[src/rtl/pcie_lw_pkg.sv]
package pcie_lw_pkg;
  typedef enum logic [3:0] {
    ST_IDLE,
    ST_PROBE_REQ, ST_PROBE_RSP,
    ST_RD1_REQ,   ST_RD1_RSP,
    ST_SET_REQ,   ST_SET_RSP,
    ST_RD2_REQ,   ST_RD2_RSP,
    ST_CLR_REQ,   ST_CLR_RSP
  } lw_state_e;
endpackage

[src/rtl/lw_link_qual.sv]
module lw_link_qual #(
  parameter int DBG_W     = 32,
  parameter int UP_BIT    = 4,
  parameter int TRAIN_BIT = 29
) (
  input  logic             clk,
  input  logic             rst_n,
  input  logic [DBG_W-1:0] dbg1,
  output logic             link_up
);
  logic word_unused;
  assign word_unused = ^dbg1;

  always_ff @(posedge clk) begin
    if (!rst_n) link_up <= 1'b0;
    else        link_up <= dbg1[UP_BIT] & ~dbg1[TRAIN_BIT];
  end
endmodule

[src/rtl/lw_probe_timer.sv]
module lw_probe_timer #(
  parameter int WAIT_CYCLES = 250000
) (
  input  logic clk,
  input  logic rst_n,
  input  logic run,
  output logic expire
);
  localparam int CNT_W = $clog2(WAIT_CYCLES + 1);
  logic [CNT_W-1:0] cnt;

  assign expire = run && (cnt == CNT_W'(WAIT_CYCLES - 1));

  always_ff @(posedge clk) begin
    if (!rst_n || !run || expire) cnt <= '0;
    else                          cnt <= cnt + CNT_W'(1);
  end
endmodule

[src/rtl/lw_recover_fsm.sv]
module lw_recover_fsm
  import pcie_lw_pkg::*;
#(
  parameter int                ADDR_W    = 16,
  parameter int                DATA_W    = 16,
  parameter int                LTSSM_W   = 6,
  parameter logic [LTSSM_W-1:0] RCVR_LOCK = 6'h0D,
  parameter logic [ADDR_W-1:0]  RV_ADDR   = 16'h100D,
  parameter logic [ADDR_W-1:0]  OVR_ADDR  = 16'h1005,
  parameter logic [DATA_W-1:0]  OVR_MASK  = 16'h0028
) (
  input  logic               clk,
  input  logic               rst_n,
  input  logic               start,
  input  logic [LTSSM_W-1:0] ltssm,
  output logic               idle,
  output logic               stuck_pulse,
  output logic               err_flag,
  output logic               req_valid,
  input  logic               req_ready,
  output logic               req_write,
  output logic [ADDR_W-1:0]  req_addr,
  output logic [DATA_W-1:0]  req_wdata,
  input  logic               rsp_valid,
  output logic               rsp_ready,
  input  logic [DATA_W-1:0]  rsp_data,
  input  logic               rsp_err
);
  lw_state_e   state, nxt;
  logic [DATA_W-1:0] hold;
  logic        rsp_take, stall_hit;

  assign idle      = (state == ST_IDLE);
  assign rsp_take  = rsp_ready && rsp_valid;
  assign stall_hit = (ltssm == RCVR_LOCK) && (rsp_data == '0);

  always_comb begin
    req_valid = 1'b0;
    req_write = 1'b0;
    req_addr  = OVR_ADDR;
    req_wdata = '0;
    rsp_ready = 1'b0;
    case (state)
      ST_PROBE_REQ: begin req_valid = 1'b1; req_addr = RV_ADDR; end
      ST_RD1_REQ, ST_RD2_REQ: req_valid = 1'b1;
      ST_SET_REQ: begin req_valid = 1'b1; req_write = 1'b1; req_wdata = hold | OVR_MASK; end
      ST_CLR_REQ: begin req_valid = 1'b1; req_write = 1'b1; req_wdata = hold & ~OVR_MASK; end
      ST_PROBE_RSP, ST_RD1_RSP, ST_SET_RSP, ST_RD2_RSP, ST_CLR_RSP: rsp_ready = 1'b1;
      default: ;
    endcase
  end

  always_comb begin
    nxt = state;
    case (state)
      ST_IDLE:      if (start) nxt = ST_PROBE_REQ;
      ST_PROBE_REQ: if (req_ready) nxt = ST_PROBE_RSP;
      ST_RD1_REQ:   if (req_ready) nxt = ST_RD1_RSP;
      ST_SET_REQ:   if (req_ready) nxt = ST_SET_RSP;
      ST_RD2_REQ:   if (req_ready) nxt = ST_RD2_RSP;
      ST_CLR_REQ:   if (req_ready) nxt = ST_CLR_RSP;
      ST_PROBE_RSP: if (rsp_valid) nxt = (!rsp_err && stall_hit) ? ST_RD1_REQ : ST_IDLE;
      ST_RD1_RSP:   if (rsp_valid) nxt = rsp_err ? ST_IDLE : ST_SET_REQ;
      ST_SET_RSP:   if (rsp_valid) nxt = rsp_err ? ST_IDLE : ST_RD2_REQ;
      ST_RD2_RSP:   if (rsp_valid) nxt = rsp_err ? ST_IDLE : ST_CLR_REQ;
      ST_CLR_RSP:   if (rsp_valid) nxt = ST_IDLE;
      default:      nxt = ST_IDLE;
    endcase
  end

  always_ff @(posedge clk) begin
    if (!rst_n) begin
      state       <= ST_IDLE;
      hold        <= '0;
      stuck_pulse <= 1'b0;
      err_flag    <= 1'b0;
    end else begin
      state       <= nxt;
      stuck_pulse <= (state == ST_PROBE_RSP) && rsp_take && !rsp_err && stall_hit;
      if (rsp_take && rsp_err) err_flag <= 1'b1;
      if (rsp_take && (state == ST_RD1_RSP || state == ST_RD2_RSP)) hold <= rsp_data;
    end
  end
endmodule

[src/rtl/pcie_link_watch.sv]
module pcie_link_watch #(
  parameter int                 DBG_W       = 32,
  parameter int                 LTSSM_W     = 6,
  parameter int                 ADDR_W      = 16,
  parameter int                 DATA_W      = 16,
  parameter int                 UP_BIT      = 4,
  parameter int                 TRAIN_BIT   = 29,
  parameter int                 WAIT_CYCLES = 250000,
  parameter logic [LTSSM_W-1:0] RCVR_LOCK   = 6'h0D,
  parameter logic [ADDR_W-1:0]  RV_ADDR     = 16'h100D,
  parameter logic [ADDR_W-1:0]  OVR_ADDR    = 16'h1005,
  parameter logic [DATA_W-1:0]  OVR_MASK    = 16'h0028
) (
  input  logic              clk,
  input  logic              rst_n,
  input  logic [DBG_W-1:0]  dbg_word0,
  input  logic [DBG_W-1:0]  dbg_word1,
  output logic              link_up,
  output logic              stuck_pulse,
  output logic              err_flag,
  output logic              req_valid,
  input  logic              req_ready,
  output logic              req_write,
  output logic [ADDR_W-1:0] req_addr,
  output logic [DATA_W-1:0] req_wdata,
  input  logic              rsp_valid,
  output logic              rsp_ready,
  input  logic [DATA_W-1:0] rsp_data,
  input  logic              rsp_err
);
  logic seq_idle, probe_due, ltssm_unused;
  assign ltssm_unused = ^dbg_word0;

  lw_link_qual #(.DBG_W(DBG_W), .UP_BIT(UP_BIT), .TRAIN_BIT(TRAIN_BIT)) u_qual (
    .clk(clk), .rst_n(rst_n), .dbg1(dbg_word1), .link_up(link_up)
  );

  lw_probe_timer #(.WAIT_CYCLES(WAIT_CYCLES)) u_timer (
    .clk(clk), .rst_n(rst_n), .run(!link_up && seq_idle), .expire(probe_due)
  );

  lw_recover_fsm #(
    .ADDR_W(ADDR_W), .DATA_W(DATA_W), .LTSSM_W(LTSSM_W), .RCVR_LOCK(RCVR_LOCK),
    .RV_ADDR(RV_ADDR), .OVR_ADDR(OVR_ADDR), .OVR_MASK(OVR_MASK)
  ) u_fsm (
    .clk(clk), .rst_n(rst_n), .start(probe_due), .ltssm(dbg_word0[LTSSM_W-1:0]),
    .idle(seq_idle), .stuck_pulse(stuck_pulse), .err_flag(err_flag),
    .req_valid(req_valid), .req_ready(req_ready), .req_write(req_write),
    .req_addr(req_addr), .req_wdata(req_wdata), .rsp_valid(rsp_valid),
    .rsp_ready(rsp_ready), .rsp_data(rsp_data), .rsp_err(rsp_err)
  );
endmodule

[config.mk]
export PLATFORM = sky130hd
export DESIGN_NAME = pcie_link_watch
export DESIGN_NICKNAME = d
export VERILOG_FILES = /design/src/rtl/pcie_lw_pkg.sv /design/src/rtl/lw_link_qual.sv /design/src/rtl/lw_probe_timer.sv /design/src/rtl/lw_recover_fsm.sv /design/src/rtl/pcie_link_watch.sv
export SDC_FILE = /design/constraint.sdc
export NUM_CORES = 1
export LEC_CHECK = 0
export ABC_AREA = 1
export CAP_MARGIN = 10
export CORE_AREA = 3 3 81 83
export CTS_CLUSTER_SIZE = 14
export DETAILED_ROUTE_END_ITERATION = 8
export DIE_AREA = 0 0 84 86
export PLACE_DENSITY_LB_ADDON = 0.1
export RECOVER_POWER = 50
export SLEW_MARGIN = 0
export SYNTH_ARGS = -nofsm -noshare
export SYNTH_HDL_FRONTEND = slang
export SYNTH_SLANG_ARGS = --single-unit
[constraint.sdc]
create_clock -name clk -period 2 [get_ports clk]
set_input_delay 0.3 -clock clk [delete_from_list [all_inputs] [get_ports clk]]
set_output_delay 0.3 -clock clk [all_outputs]
set_load 0.05 [all_outputs]
==> flow_summary.toml, run 1 <==
[status]
outcome = "complete, no violations"

[drt]
vias = 2145
firstDrtPassIters = 4
drc = 0
ant_nets = 0
dr.first_iter.drc_count = 43
viasPerCell = 4.653
drt-wirelength-per-cell_um = 11.78
wl_mm = 5.430

[final_layout]
fin_util_pct = 53.36
area_growth_pct = 36.27
drive_above_1_share_pct = 21.76
fin_area_um2 = 3159
final_cells = 461
nets = 471
num_antenna_cells = 0
mostFrequentLayoutCells = "inv_1, nor2_1, nand2_1"
mostFrequentLayoutCell = "inv_1"

[setup_path]
cp_slowest_stage_delay_ns = 0.44
cp_cell_sequence = "nand2_2 -> inv_1 -> nand2_1 -> nand2_2 -> inv_2 -> buf_12 -> nor2_2 -> buf_12"
start_kind = "register"
cp-end-kind = "primary output"
critPathKind = "register to primary output"
cp_data_required_time_ns = 1.70
worstPathMaxFanout = 14
critPathSlowestCell = "dfxtp_1"
arrival_ns = 1.60
r2r_cells = 6

[power_and_ir_drop]
switchingPower_mw = 1.097
p_total_mw = 2.663
combPwrFrac_pct = 45.3
seqPwrFrac_pct = 35.4
clock_power_share_pct = 19.2
power_report.internal_total_mw = 1.566
irDropWorstVdd_mv = 0.4341
switching_share_pct = 41.19
p_per_area_nw_per_um2 = 842.8
leakage_nw = 1.185

[synthesis]
syn_area_per_cell_um2 = 7.004
ys_ff_latch = 39
ys_types = 32
syn_inst = 331
synth-async-reset-ratio_pct = 0
synth_area_leaders = "dfxtp_1, nor2_1, inv_1"
synthFlopType = "dfxtp_1"
syn_area_um2 = 2318
netlist.area_leader.share_pct = 33.68
synth_edf_count = 0
ys_seq_area_share_pct = 33.68
ys.warnings.count = 0
synth_top_area_cell = "dfxtp_1"

[placed_design]
hpwl_mm = 4.236
portBuffers = 51
routabilityCongestion = 0.8869
placed_area_um2 = 3093
dp_cells = 452

[clock_tree]
cts_hold_buffers = 0
insertion_delay_ns = 0.29
root_buffer = "clkbuf_8"
cts.sinks = 39
numCtsBuffers = 5
tritoncts = "built"
clk_pin_slew_ns = 0.07
htreeDepth = 2
clock_path_buffers = 2

[run]
drv_cap = 0

[sta]
hold_viol_final = 0
worstMarginPinSlew_ns = 0.7479
finalMaxSlewViolations = 0
setup-violations-final = 0
skew_ns = 0.006639
whs_ns = 0.4655
slew_headroom_pct = 50.14
finalCriticalPeriod_ns = 1.898
finalCritPeriodShare_pct = 94.92
max_freq_mhz = 526.8

[global_route]
grt_max_degree = 29
grt_pass1_wl_mm = 9.294
grt.total_usage_pct = 15.65
overflow = 0
antenna_found_initial = 0
grt_pass1_vias = 2196

[hold_path]
whs_path_depth = 2
hold_path.class = "register to register"

[die]
top_level_ports = 123
placementRows = 28
core_um2 = 5921
dieHeight_um = 86
die_w_um = 84
die_area_um2 = 7224
start_util_pct = 39.16
[worst max-delay path, delay by kind of cell (launching register included)]
family | cells | cell delay [ns]
buffers and inverters | 4 | 0.44
and+or+nand+nor | 4 | 0.43
DFF | 1 | 0.44
[area by class of cell]
cell class / count / area [µm²]
clock buffers: 7 / 76.32
well taps: 75 / 93.84
clock inverters: 1 / 5.005
fillers: 588 / 2761
multi-input cells: 229 / 1241
flip-flops and latches: 39 / 782.0
repair buffers: 57 / 762.0
inverters: 53 / 198.9
[kinds of logic (layout without fill, tap and decap cells)]
family | Yosys count | count (layout) | share of synthesized area, %
and+or+nand+nor | 167 | 167 | 35.13
buffers and inverters | 76 | 118 | 16.30
AOI/OAI and AO/OA | 40 | 40 | 11.76
DFF | 39 | 39 | 33.68
xor gates and xnor gates | 6 | 6 | 2.267
other | 2 | 15 | 0.3239
adders and majority gates | 1 | 1 | 0.5396
[flip-flops by register name, summed over array words and instances (netlist names)]
register           flops
u_fsm.err_flag         1
u_fsm.hold            14
u_fsm.state            4
u_fsm.stuck_pulse      1
u_qual.link_up         1
u_timer.cnt           18
[routing by layer]
| metal | routed length [µm] | vias up | global-route usage, % |
|---|---|---|---|
| met5 | 0 | - | 0 |
| met4 | 74 | 0 | 5.702 |
| met3 | 419 | 9 | 5.476 |
| met2 | 2635 | 53 | 27.26 |
| met1 | 2300 | 951 | 17.73 |
| li1 | - | 1132 | - |
[cells in the mapped netlist (3+ instances only)]
cell type / count
nor2_1: 60
inv_1: 46
nand2_1: 41
dfxtp_1: 39
nand3_1: 20
nor3_1: 17
buf_4: 16
o21ai_0: 12
a21oi_2: 11
a21oi_1: 9
nand4_1: 9
inv_2: 6
nand2_2: 6
o21ai_2: 6
buf_6: 4
xor2_1: 4
nor2_2: 3
nor2_4: 3
[final timing paths]
check        slack [ns]                   startpoint                     endpoint
max                0.10  u_fsm.state[2]$_SDFFE_PN0P_                 req_wdata[0]
min                0.47  u_fsm.err_flag$_SDFFE_PN0P_  u_fsm.err_flag$_SDFFE_PN0P_
max reg2reg        0.20  u_fsm.state[1]$_SDFFE_PN0P_   u_timer.cnt[13]$_SDFF_PP0_
min reg2reg        0.47  u_fsm.err_flag$_SDFFE_PN0P_  u_fsm.err_flag$_SDFFE_PN0P_
[stage by stage]
step           setup WS, ns  setup TNS, ns
2_1_floorplan      -0.01529        -0.1734
3_3_place_gp         0.2762              0
3_5_place_dp         0.2977              0
4_1_cts            -0.02432       -0.04859
5_1_grt            -0.01270       -0.03881
6_report             0.1016              0
[timing repair]
item | in CTS | in global routing
buffers inserted | 0 | 1
setup endpoints to repair | 4 | 14
gates resized for setup | 2 | 6
cloned | 0 | 0
pin swaps | 0 | 1
[power by group through the flow]
| stage | Sequential [mW] | Clock [mW] | Combinational (mW) |
|---|---|---|---|
| floorplan | 0.961 | 0 | 0.870 |
| global placement | 0.956 | 0 | 1.21 |
| detailed placement | 0.958 | 0 | 1.22 |
| CTS | 0.942 | 0.535 | 1.22 |
| global route | 0.957 | 0.563 | 1.32 |
| finish | 0.944 | 0.512 | 1.21 |
Note: power is estimated with default switching activity, not from simulation.
==> run 2: changes to the inputs <==
--- a/config.mk
+++ b/config.mk
@@ -13,6 +13,7 @@
 export DIE_AREA = 0 0 84 86
 export PLACE_DENSITY_LB_ADDON = 0.1
 export RECOVER_POWER = 50
+export SKIP_CTS_REPAIR_TIMING = 1
 export SLEW_MARGIN = 0
 export SYNTH_ARGS = -nofsm -noshare
 export SYNTH_HDL_FRONTEND = slang
==> results of run 2 <==
The final DEF is identical to that of run 1; final timing and power are the same.
Main changes from that run: wire length of the first global-routing pass 9294 µm -> 9308 µm; via count of the first global-routing pass 2196 -> 2198; overall routing resource usage 15.65% -> 15.67%; met2 usage 27.26% -> 27.33%
